### src/rtl/capture_timer.sv
module capture_timer #(
  parameter int W  = 16,
  parameter int NP = 37,
  parameter int SW = 6,
  parameter int AW = 4
) (
  input  logic          clk,
  input  logic          rst_n,
  input  logic          lf_tick,
  input  logic [NP-1:0] pins,
  input  logic          wr_en,
  input  logic [AW-1:0] wr_addr,
  input  logic [W-1:0]  wr_data,
  input  logic [AW-1:0] rd_addr,
  output logic [W-1:0]  rd_data,
  output logic          irq
);
  localparam int CW = 7;
  localparam logic [AW-1:0] A_CTL = AW'(0), A_LIM = AW'(1), A_PRE = AW'(2),
    A_SELA = AW'(3), A_SELB = AW'(4), A_CNT = AW'(5), A_PLV = AW'(6),
    A_CAPA = AW'(7), A_CAPB = AW'(8), A_ST = AW'(9);

  logic [CW-1:0] ctl;
  logic [W-1:0]  limit, prescale, pre, cnt, cap_a, cap_b;
  logic [SW-1:0] sel_a, sel_b;
  logic [2:0]    sy_a, sy_b;
  logic          pend_a, pend_b;

  wire run   = ctl[0];
  wire down  = ctl[1];
  wire free  = ctl[2];
  wire fal_a = ctl[3];
  wire fal_b = ctl[4];
  wire ien   = ctl[5];
  wire fast  = ctl[6];

  wire adv  = run & (fast | lf_tick);
  wire tick = adv & (pre >= prescale);

  wire [NP:0] pin_x = {pins, 1'b0};
  wire raw_a = (sel_a <= SW'(NP)) ? pin_x[sel_a] : 1'b0;
  wire raw_b = (sel_b <= SW'(NP)) ? pin_x[sel_b] : 1'b0;

  wire ev_a = fal_a ? (~sy_a[1] & sy_a[2]) : (sy_a[1] & ~sy_a[2]);
  wire ev_b = fal_b ? (~sy_b[1] & sy_b[2]) : (sy_b[1] & ~sy_b[2]);

  wire wr_st = wr_en && wr_addr == A_ST;

  always_ff @(posedge clk or negedge rst_n) begin
    if (!rst_n) begin
      ctl <= '0; limit <= '0; prescale <= '0; sel_a <= '0; sel_b <= '0;
    end else if (wr_en) begin
      case (wr_addr)
        A_CTL:  ctl      <= wr_data[CW-1:0];
        A_LIM:  limit    <= wr_data;
        A_PRE:  prescale <= wr_data;
        A_SELA: sel_a    <= wr_data[SW-1:0];
        A_SELB: sel_b    <= wr_data[SW-1:0];
        default: ;
      endcase
    end
  end

  always_ff @(posedge clk or negedge rst_n) begin
    if (!rst_n) begin
      pre <= '0;
      cnt <= '0;
    end else begin
      if (adv) pre <= tick ? '0 : pre + W'(1);
      if (tick) begin
        if (down)                        cnt <= (cnt == '0) ? limit : cnt - W'(1);
        else if (!free && cnt >= limit)  cnt <= '0;
        else                             cnt <= cnt + W'(1);
      end
    end
  end

  always_ff @(posedge clk or negedge rst_n) begin
    if (!rst_n) begin
      sy_a <= '0; sy_b <= '0; cap_a <= '0; cap_b <= '0;
      pend_a <= 1'b0; pend_b <= 1'b0;
    end else begin
      sy_a <= {sy_a[1:0], raw_a};
      sy_b <= {sy_b[1:0], raw_b};
      if (ev_a) cap_a <= cnt;
      if (ev_b) cap_b <= cnt;
      pend_a <= ev_a | (pend_a & ~(wr_st & wr_data[2]));
      pend_b <= ev_b | (pend_b & ~(wr_st & wr_data[3]));
    end
  end

  assign irq = ien & (pend_a | pend_b);

  always_comb begin
    case (rd_addr)
      A_CTL:   rd_data = W'(ctl);
      A_LIM:   rd_data = limit;
      A_PRE:   rd_data = prescale;
      A_SELA:  rd_data = W'(sel_a);
      A_SELB:  rd_data = W'(sel_b);
      A_CNT:   rd_data = cnt;
      A_PLV:   rd_data = pre;
      A_CAPA:  rd_data = cap_a;
      A_CAPB:  rd_data = cap_b;
      A_ST:    rd_data = W'({pend_b, pend_a, sy_b[1], sy_a[1]});
      default: rd_data = '0;
    endcase
  end

  AST_HOLD_IDLE: assert property (@(posedge clk) disable iff (!rst_n)
    !run |=> ($stable(cnt) && $stable(pre)));
  AST_UP_WRAP: assert property (@(posedge clk) disable iff (!rst_n)
    (tick && !down && !free && cnt >= limit) |=> cnt == '0);
  AST_DOWN_LOAD: assert property (@(posedge clk) disable iff (!rst_n)
    (tick && down && cnt == '0) |=> cnt == $past(limit));
  AST_FREE_WRAP: assert property (@(posedge clk) disable iff (!rst_n)
    (tick && !down && free && cnt == '1) |=> cnt == '0);
  AST_PRE_RESTART: assert property (@(posedge clk) disable iff (!rst_n)
    tick |=> pre == '0);
  AST_CAP_A: assert property (@(posedge clk) disable iff (!rst_n)
    ev_a |=> (cap_a == $past(cnt) && pend_a));
  AST_CAP_B: assert property (@(posedge clk) disable iff (!rst_n)
    ev_b |=> (cap_b == $past(cnt) && pend_b));
  AST_IRQ_CLEAR: assert property (@(posedge clk) disable iff (!rst_n)
    (wr_st && wr_data[2] && wr_data[3] && !ev_a && !ev_b) |=> !irq);
endmodule

### config.mk
export PLATFORM = sky130hd
export DESIGN_NAME = capture_timer
export DESIGN_NICKNAME = d
export VERILOG_FILES = /design/src/rtl/capture_timer.sv
export SDC_FILE = /design/constraint.sdc
export NUM_CORES = 1
export LEC_CHECK = 0
export ABC_CLOCK_PERIOD_IN_PS = 2860
export BUFFER_PORTS_ARGS = -buffer_cell sky130_fd_sc_hd__buf_2
export CORE_UTILIZATION = 60
export CTS_BUF_LIST = sky130_fd_sc_hd__clkbuf_4
export CTS_CLUSTER_DIAMETER = 50
export CTS_CLUSTER_SIZE = 8
export DETAILED_ROUTE_END_ITERATION = 10
export PLACE_DENSITY = 0.81
export SYNTH_ARGS = -nofsm -noshare
export SYNTH_HDL_FRONTEND = slang
export SYNTH_SLANG_ARGS = --single-unit
export TNS_END_PERCENT = 100
### constraint.sdc
create_clock -name clk -period 2.86 [get_ports clk]
set_input_delay 0.286 -clock clk [delete_from_list [all_inputs] [get_ports clk]]
set_output_delay 0.286 -clock clk [all_outputs]
set_load 0.01 [all_outputs]
==> results.cfg, run 1 <==
[drt]
first_pass_iters = 7
routedWlPerCell_um = 20.94
drt_first_iter_violations = 944
vias_per_cell = 6.668
wl_um = 22240
vias = 7081
ant_nets = 0
drc_errors = 0

[global_routing]
grt_pass1_vias = 6807
overflow = 0
antenna_found_initial = 1
gr-usage-all-layers = 0.3529
grt_max_degree = 65
grt_pass1_wl_um = 35150

[cts]
cts_made_buffers = 17
ctsResizeCount = 0
cts.sinks = 123
cts.htree.levels = 4
clkLatencyLatePin_ps = 560
cts_root_buf = clkbuf_4
clk_path_buf_depth = 2
cts_tree = yes
clkTransAtPathRegs_ps = 120

[sta]
tns_ps = 0
clock.fmax_mhz = 379.9
slew_viol_final = 0
setup_viol = 0
hold_viol_final = 0
holdWs_ps = 59.94
slew_headroom = 0.3109
grt_setup_unrepaired = false
fin_crit_ps = 2632
finalCritPeriodShare = 0.9203
worst_pin_slew_ps = 1030
fin_skew_ps = 22.26

[synthesis]
netlist.area_leader.share = 0.3961
synthesis.area_um2 = 7770
yosys-mux-area-fraction = 0.1725
synth-compound-area-share = 0.1618
synthAdderAreaFrac = 0.05797
synth-seq-cells = 123
synth_area_leaders = dfrtp_1, mux2_2, ha_1
seq_area_frac_synth = 0.3961
synth-edff-count = 0
synth_top_family_by_area = multiplexers
ys_warn_count = 0
syn_nets = 878
synth_xor_area_frac = 0.01916
syn_avg_cell_area_um2 = 10.00
synth-async-reset-ratio = 1.000
netlist-cell-type-count = 63
synthCells = 777
yosysTopAreaCell = dfrtp_1
ys.flop_type = dfrtp_1
synth-simple-area-share = 0.1435

[run]
maxCapViolCount = 0

[cells_and_area]
fillers = 1005
drive_above_1_share = 0.2801
multi_input_area_um2 = 4320
final_cells = 1062
syn2layout_area_growth_pct = 13.61
fin_nets = 978
register_area_um2 = 3078
postLayoutCellArea_um2 = 8827

[worst_hold_path]
hp-class = in2reg
hold_start = wr_data[0]
hold_depth = 2
holdPathEnd = prescale[0]

[floorplanning]
io_pins = 82
dieHeight_um = 115.8
start_util = 0.6157
dieWidth_um = 115.8
core_area_um2 = 12620
dieArea_um2 = 13410
rows = 41

[placed_design]
dp_hpwl_um = 16380
placed_cells = 1019
placed_area_um2 = 8466
routabilityCongestion = 0.9512
io_buffer_count = 81

[critical_path]
r2r_end = cnt[6]
crit-reg2reg-launch = limit[0]
path_max_fanout = 12
crit_type = reg2reg
critPathLaunchType = flip-flop
slowest_stage = dfrtp_1
max_stage_delay_ps = 460
end_kind = flip-flop
crit_top_cell = a21oi_1
cp.arrival_ps = 3120
ff2ff_path_depth = 9
required_ps = 3350
cp_cell_sequence = ha_1 > nand2b_1 > a2111o_1 > a311oi_1 > a21oi_1 > buf_4 > nor4_1 > a21oi_1 > o21ai_1
r2r_slack_ps = 230

[power_and_ir_drop]
peakVddDrop_mv = 0.4913
leakage_nw = 3.991
p_per_area_nw_per_um2 = 618.4

[status]
status = finished clean
==> how the worst max path moves through the flow <==
| stage | startpoint | end | slack [ps] |
|---|---|---|---|
| finish | limit[0] | cnt[6] | 230 |
| global route | limit[0] | cnt[6] | 50 |
| CTS | limit[0] | cnt[6] | 260 |
| detailed placement | limit[0] | cnt[6] | 280 |
| global placement | pre[11] | cnt[4] | 300 |
| floorplan | cnt[0] | cnt[5] | 310 |
==> cell usage in the layout (no fill, tap or decap), types with 8 or more instances in the layout <==
master | synthesis | routed
a21oi_1 | 33 | 33
dlygate4sd3_1 | 0 | 11
buf_2 | 13 | 80
o21ai_0 | 47 | 47
clkbuf_4 | 0 | 19
and3_1 | 9 | 9
ha_1 | 36 | 36
xnor2_1 | 8 | 8
nor2_1 | 55 | 54
mux2i_1 | 9 | 9
a222oi_1 | 21 | 21
inv_1 | 43 | 43
nor3_1 | 12 | 12
o21ai_1 | 14 | 14
a22oi_1 | 13 | 13
xor2_1 | 9 | 9
nand3_1 | 15 | 15
buf_4 | 1 | 36
mux4_2 | 18 | 18
nand2_1 | 76 | 76
dfrtp_1 | 123 | 123
nor2b_1 | 8 | 8
mux2_2 | 75 | 75
==> layout make-up <==
type,count,area share
multi-input combinational,564,0.4894
sequential,123,0.3487
timing repair buffer,128,0.09072
tap,172,0.02438
inverter,43,0.01828
clock buffer,19,0.01616
clock inverter,12,0.01205
antenna,1,0.0002835
==> cells in the mapped netlist, drive strengths merged, types with 2 or more instances <==
library cell  number
o211ai             3
a221oi             3
nor2b              8
mux2              75
inv               43
nor3              12
ha                36
and2               3
a21o               2
nor2              55
a31oi              4
a21oi             33
o31a               3
o21ai             61
o311ai             3
clkbuf            29
and4               4
a211oi             5
and3              10
nand4              7
mux2i              9
buf               18
a222oi            21
xor2               9
nand3             17
a22oi             13
nor3b              4
mux4              18
a2111oi            3
xnor2              8
o22ai              4
nor4               8
a32oi              7
nand3b             2
or3                5
o31ai              3
o21a               5
o2111ai            6
nand2b             7
dfrtp            123
nand2             76
==> layer usage <==
layer | GRT usage | up-vias | part of all wire
li1 | - | 3096 | -
met1 | 0.4560 | 3493 | 0.40
met2 | 0.5560 | 416 | 0.48
met3 | 0.1072 | 76 | 0.097
met4 | 0.1444 | 0 | 0.031
met5 | 0 | - | 0
==> logic make-up after synthesis <==
family | after synthesis
simple gates | 222
compound gates | 187
flops | 123
mux | 102
buf+inv | 90
fa+ha+maj | 36
xor+xnor | 17
==> timing repair <==
item / 4_1_cts / 5_1_grt
hold endpoints to repair: 48 / 0
buffers inserted: 0 / 0
hold buffers: 11 / 0
==> critical path, delay by kind of cell (launching register included) <==
family,cells,cell delay [ps]
fa+ha+maj,1,310
flops,1,460
simple gates,2,550
compound gates,5,1050
buf+inv,1,200
==> sequential cells by signal (all words and copies together), names as in the netlist <==
register,count
cap_a,16
cap_b,16
cnt,16
limit,16
pre,16
prescale,16
ctl,7
sel_a,6
sel_b,6
sy_a,3
sy_b,3
pend_a,1
pend_b,1
==> where the power goes <==
part           internal (mW)  switching [mW]  total, mW
clock                  0.511           0.639       1.15
sequential              2.06           0.441       2.51
combinational          0.866           0.936       1.80
total                   3.44            2.02       5.46
==> through the flow <==
stage / worst slack, ps / utilization / power (mW)
6_report: 227.9 / 0.6995 / 5.458
5_1_grt: 45.74 / 0.6995 / 5.747
4_1_cts: 256.1 / 0.6993 / 5.433
3_5_place_dp: 277.4 / 0.6708 / 4.281
3_3_place_gp: 299.6 / 0.6708 / 4.179
2_1_floorplan: 310.0 / - / 3.649
Power figures use the tool's default switching activity.
==> run 2, diff against run 1 <==
--- a/config.mk
+++ b/config.mk
@@ -5,11 +5,12 @@
 export SDC_FILE = /design/constraint.sdc
 export NUM_CORES = 1
 export LEC_CHECK = 0
+export ABC_AREA = 1
 export ABC_CLOCK_PERIOD_IN_PS = 2860
 export BUFFER_PORTS_ARGS = -buffer_cell sky130_fd_sc_hd__buf_2
 export CORE_UTILIZATION = 60
 export CTS_BUF_LIST = sky130_fd_sc_hd__clkbuf_4
-export CTS_CLUSTER_DIAMETER = 50
+export CTS_CLUSTER_DIAMETER = 40
 export CTS_CLUSTER_SIZE = 8
 export DETAILED_ROUTE_END_ITERATION = 10
 export PLACE_DENSITY = 0.81
==> results.cfg, run 2 <==
[status]
status = finished clean

[cts]
clk_path_buf_depth = 2
cts_made_buffers = 17
clkTransAtPathRegs_ps = 120
clkLatencyLatePin_ps = 560
cts_setup_buffers = 0
cts.sinks = 123
cts_tree = yes
cts_root_buf = clkbuf_4
cts.htree.levels = 4

[critical_path]
r2r_end = cnt[13]
path_max_fanout = 16
crit-reg2reg-launch = cnt[5]
critPathLaunchType = flip-flop
cp.arrival_ps = 2890
ff2ff_path_depth = 14
end_kind = flip-flop
critPathCapture = cnt[13]
setup.worst_path.start = cnt[5]
crit_type = reg2reg
r2r_slack_ps = 470
required_ps = 3360

[cells_and_area]
fin_nets = 1344
mostFrequentLayoutCell = nand2_1
register_area_um2 = 3078
fillers = 1219
drive_above_1_share = 0.1425
postLayoutCellArea_um2 = 9236
syn2layout_area_growth_pct = 10.34
multi_input_area_um2 = 4358
layout_common_cells = nand2_1, inv_1, o21ai_0, dfrtp_1, buf_2
final_cells = 1433

[sta]
hold_viol_final = 0
slew_viol_final = 0
setup_viol = 0
finalCritPeriodShare = 0.8371
clock.fmax_mhz = 417.7
grt_setup_unrepaired = false
worst_pin_slew_ps = 1124
timing.final.ws_setup_ps = 465.9
slew_headroom = 0.2488
tns_ps = 0
fin_crit_ps = 2394
fin_skew_ps = 21.70

[placed_design]
placed_area_um2 = 8871
io_buffer_count = 81
placed_cells = 1392
pre_cts_ws_ps = 540.1
routabilityCongestion = 0.9841
dp_hpwl_um = 18060

[drt]
vias_per_cell = 5.842
drt_first_iter_violations = 1047
wl_um = 24270
first_pass_iters = 6
vias = 8372
routedWlPerCell_um = 16.93
drc_errors = 0
ant_nets = 0

[global_routing]
grt_pass1_vias = 7872
grt_max_degree = 54
grt_pass1_wl_um = 39480
overflow = 0
antenna_found_initial = 1
gr-usage-all-layers = 0.3564

[synthesis]
seq_area_frac_synth = 0.3677
syn_nets = 1259
synthesis.area_um2 = 8371
synth-seq-cells = 123
netlist-cell-type-count = 46
synth_area_leaders = dfrtp_1, nand2_1, o21ai_0
synthCells = 1158
yosysMostFrequentCell = nand2_1
syn_avg_cell_area_um2 = 7.228
synth-async-reset-ratio = 1.000
ys.flop_type = dfrtp_1
netlist.area_leader.share = 0.3677
synth_common_cells = nand2_1, inv_1, dfrtp_1, o21ai_0, nand3_1
yosysTopAreaCell = dfrtp_1
ys_warn_count = 0
synth-edff-count = 0

[floorplanning]
dieHeight_um = 120.1
dieWidth_um = 120.1
rows = 42
io_pins = 82
core_area_um2 = 13400
start_util = 0.6246
dieArea_um2 = 14430

[run]
maxCapViolCount = 0

[worst_hold_path]
hp-class = in2reg

[power_and_ir_drop]
leakage_nw = 4.723
peakVddDrop_mv = 0.5619
p_per_area_nw_per_um2 = 852.1
p_total_mw = 7.870
-- run 2: cell count changes in the layout (fill, tap and decap cells not counted), sizes merged, moves of 11 or more --
cell,change
nand2,+232
inv,+119
mux2,-75
o21ai,+67
nand3,+63
nor2,+35
o22ai,+26
a222oi,-21
mux4,-18
a21oi,+15
xor2,+15
buf,-13
a22oi,-11
o211ai,+11
-- run 2: worst min path at each step --
stage | startpoint | endpoint | slack (ps) | depth (start not counted)
2_1_floorplan | rst_n | cap_a[0] | -10 | 0
3_3_place_gp | rst_n | cap_b[3] | 290 | 1
3_5_place_dp | rst_n | cap_b[3] | 290 | 1
4_1_cts | wr_data[12] | prescale[12] | 10 | 3
5_1_grt | wr_data[11] | prescale[11] | 10 | 3
6_report | wr_data[12] | prescale[12] | 40 | 3
-- run 2: logic make-up after synthesis --
logic type | after synthesis | synth area share
simple gates | 517 | 0.2701
compound gates | 248 | 0.1706
buf+inv | 209 | 0.1117
flops | 123 | 0.3677
fa+ha+maj | 36 | 0.05381
xor+xnor | 25 | 0.02616
-- run 2: stage by stage --
stage | hold WS (ps) | utilization
2_1_floorplan | -9.591 | -
3_3_place_gp | 294.7 | 0.6620
3_5_place_dp | 292.8 | 0.6620
4_1_cts | 9.803 | 0.6891
5_1_grt | 14.35 | 0.6893
6_report | 39.90 | 0.6893
-- run 2: repair_timing --
| action | 4_1_cts | 5_1_grt |
|---|---|---|
| hold buffers | 8 | 0 |
| gates resized for setup | 0 | 0 |
| hold endpoints to repair | 47 | 0 |
-- run 2: layout make-up --
type / count / share of cell area
multi-input cells: 826 / 0.4718
flip-flops and latches: 123 / 0.3332
repair buffers: 112 / 0.07288
inverters: 163 / 0.06733
well taps: 176 / 0.02384
clock inverters: 14 / 0.01598
clock buffers: 18 / 0.01463
diodes: 1 / 0.0002709
-- run 2: power by group --
group          switching [mW]  internal (mW)
clock                   0.718          0.527
combinational            2.52           1.34
sequential              0.515           2.24
-- run 2: layer usage --
metal  GRT usage  share of wire  routed length (um)
met4      0.1297          0.029                 712
met3      0.1017           0.11                2658
met2      0.5169           0.43               10390
met1      0.5033           0.43               10500
met5     0.01471              0                   0
-- run 2: worst max-delay path, stage by stage (launching register included) --
cell and delay [ps]:
dfrtp_1 680, ha_1 350, nand2_1 70, inv_1 40, nand2_1 80, nor2_1 50
nor2_1 90, nand2_1 50, nand2_1 50, nand2_1 40, nand2_1 460, nand3_1 130
nand2_1 110, nand2_1 50, nand2_1 50
==> run 3, diff against run 2 <==
--- a/config.mk
+++ b/config.mk
@@ -6,14 +6,14 @@
 export NUM_CORES = 1
 export LEC_CHECK = 0
 export ABC_AREA = 1
-export ABC_CLOCK_PERIOD_IN_PS = 2860
+export ABC_CLOCK_PERIOD_IN_PS = 2100
 export BUFFER_PORTS_ARGS = -buffer_cell sky130_fd_sc_hd__buf_2
-export CORE_UTILIZATION = 60
+export CORE_UTILIZATION = 56
 export CTS_BUF_LIST = sky130_fd_sc_hd__clkbuf_4
 export CTS_CLUSTER_DIAMETER = 40
 export CTS_CLUSTER_SIZE = 8
 export DETAILED_ROUTE_END_ITERATION = 10
-export PLACE_DENSITY = 0.81
+export PLACE_DENSITY = 0.79
 export SYNTH_ARGS = -nofsm -noshare
 export SYNTH_HDL_FRONTEND = slang
 export SYNTH_SLANG_ARGS = --single-unit
==> constraint.sdc (replaced) <==
create_clock -name clk -period 2.1 [get_ports clk]
set_input_delay 0.21 -clock clk [delete_from_list [all_inputs] [get_ports clk]]
set_output_delay 0.21 -clock clk [all_outputs]
set_load 0.01 [all_outputs]
==> results.cfg, run 3 (synthesized netlist as in run 2, its figures left out) <==
[placed_design]
placed_cells = 1439
dp_hpwl_um = 19470
placed_area_um2 = 9199
routabilityCongestion = 0.9852
io_buffer_count = 81

[floorplanning]
dieHeight_um = 124.3
dieArea_um2 = 15440
dieWidth_um = 124.3
io_pins = 82
start_util = 0.5759
rows = 44
core_area_um2 = 14530

[global_routing]
grt_pass1_wl_um = 41920
grt_pass1_vias = 8024
grt_max_degree = 40
gr-usage-all-layers = 0.3448
overflow = 0
antenna_found_initial = 1

[critical_path]
critPathCapture = rd_data[0]
required_ps = 1890
cp_cell_sequence = inv_1 > o22ai_1 > a31oi_1 > nand3_1 > buf_2
end_kind = output pin
critPathLaunchType = flip-flop
r2r_end = cnt[1]
r2r_slack_ps = 150
slowest_stage = dfrtp_2
crit-reg2reg-launch = pre[3]
max_stage_delay_ps = 490
path_max_fanout = 8
ff2ff_path_depth = 11
crit_type = reg2out
cp.arrival_ps = 1900
setup.worst_path.start = sel_b[0]

[cells_and_area]
drive_above_1_share = 0.2024
final_cells = 1509
mostFrequentLayoutCell = nand2_1
layout_common_cells = nand2_1, inv_1, o21ai_0
syn2layout_area_growth_pct = 18.30
fillers = 1249
fin_nets = 1413
postLayoutCellArea_um2 = 9902
postLayoutCoreUtil = 0.6813

[sta]
finalCritPeriodShare = 1.003
fin_crit_ps = 2105
timing.final.ws_setup_ps = -5.252
worst_pin_slew_ps = 581.8
setup_viol = 1
slew_viol_final = 0
slew_headroom = 0.6110
fin_skew_ps = 19.12
grt_setup_unrepaired = true
hold_viol_final = 0
tns_ps = -5.252
clock.fmax_mhz = 475.0

[drt]
ant_nets = 0
drc_errors = 0
vias = 8818
first_pass_iters = 6
wl_um = 26770
drt_first_iter_violations = 1058
routedWlPerCell_um = 17.74
vias_per_cell = 5.844

[run]
maxCapViolCount = 0

[worst_hold_path]
hold_start = wr_data[3]
hp-class = in2reg
hold_depth = 3

[cts]
clkTransAtPathRegs_ps = 120
clk_path_buf_depth = 2
cts_made_buffers = 17
cts.htree.levels = 4
clkLatencyLatePin_ps = 570
cts_root_buf = clkbuf_4
cts_tree = yes
cts.sinks = 123

[status]
violations = setup timing
status = finished, violations left

[power_and_ir_drop]
p_per_area_nw_per_um2 = 1175
peakVddDrop_mv = 0.6289
leakage_nw = 5.092
-- run 3: cell count changes in the layout (fill, tap and decap cells not counted), moves of 3 or more --
| cell | before | now |
|---|---|---|
| buf_4 | 23 | 80 |
| inv_1 | 157 | 148 |
| buf_6 | 0 | 6 |
| dfrtp_1 | 123 | 117 |
| dfrtp_2 | 0 | 6 |
| dlygate4sd3_1 | 8 | 12 |
| inv_2 | 4 | 7 |
| inv_4 | 0 | 3 |
-- run 3: final cells by class --
| cell class | count | area [um^2] | area share |
|---|---|---|---|
| diodes | 1 | 2.502 | 0.0002527 |
| clock buffers | 18 | 135.1 | 0.01365 |
| multi-input cells | 826 | 4410 | 0.4454 |
| well taps | 184 | 230.2 | 0.02325 |
| repair buffers | 181 | 1249 | 0.1261 |
| clock inverters | 13 | 146.4 | 0.01478 |
| inverters | 163 | 643.1 | 0.06495 |
| flip-flops and latches | 123 | 3085 | 0.3116 |
-- run 3: timing repair --
| action | CTS | global route |
|---|---|---|
| resized for setup | 13 | 21 |
| hold buffers | 12 | 0 |
| endpoints found under the setup margin | 7 | 34 |
| buffers inserted | 2 | 24 |
| pin swaps | 2 | 8 |
| cloned | 0 | 0 |
| hold endpoints to repair | 119 | 0 |
-- run 3: power breakdown --
group          internal (mW)  switching [mW]
clock network          0.722           0.991
registers               3.06           0.565
logic                   2.41            3.89
total                   6.19            5.45
-- run 3: metal layers --
metal  part of all wire  track usage  vias to the layer above
met5                  0            0                        -
met2               0.44       0.5096                      527
met4              0.028       0.1091                        0
li1                   -            -                     4111
met1               0.43       0.5039                     4109
met3               0.11      0.07259                       71
-- run 3: worst min path at each step --
stage	slack (ps)	end
4_1_cts	6	prescale[4]
5_1_grt	10	sel_b[4]
3_3_place_gp	200	sy_b[1]
6_report	10	limit[3]
2_1_floorplan	-90	cap_a[0]
3_5_place_dp	200	cap_b[1]
-- run 3: worst max-delay path, delay by kind of cell, from the launching register on --
family	cells	cell delay, ps
and+or+nand+nor	1	150
AOI/OAI and AO/OA	2	340
buffers and inverters	2	350
DFF	1	490
-- run 3: metrics by stage --
step	hold slack, ps	worst slack (ps)	power (mW)
floorplan	-85.59	343.3	7.605
global placement	200.8	123.5	9.159
detailed placement	199.8	77.99	9.257
CTS	5.696	-53.99	11.05
global route	11.06	-28.56	12.42
finish	14.99	-5.252	11.64
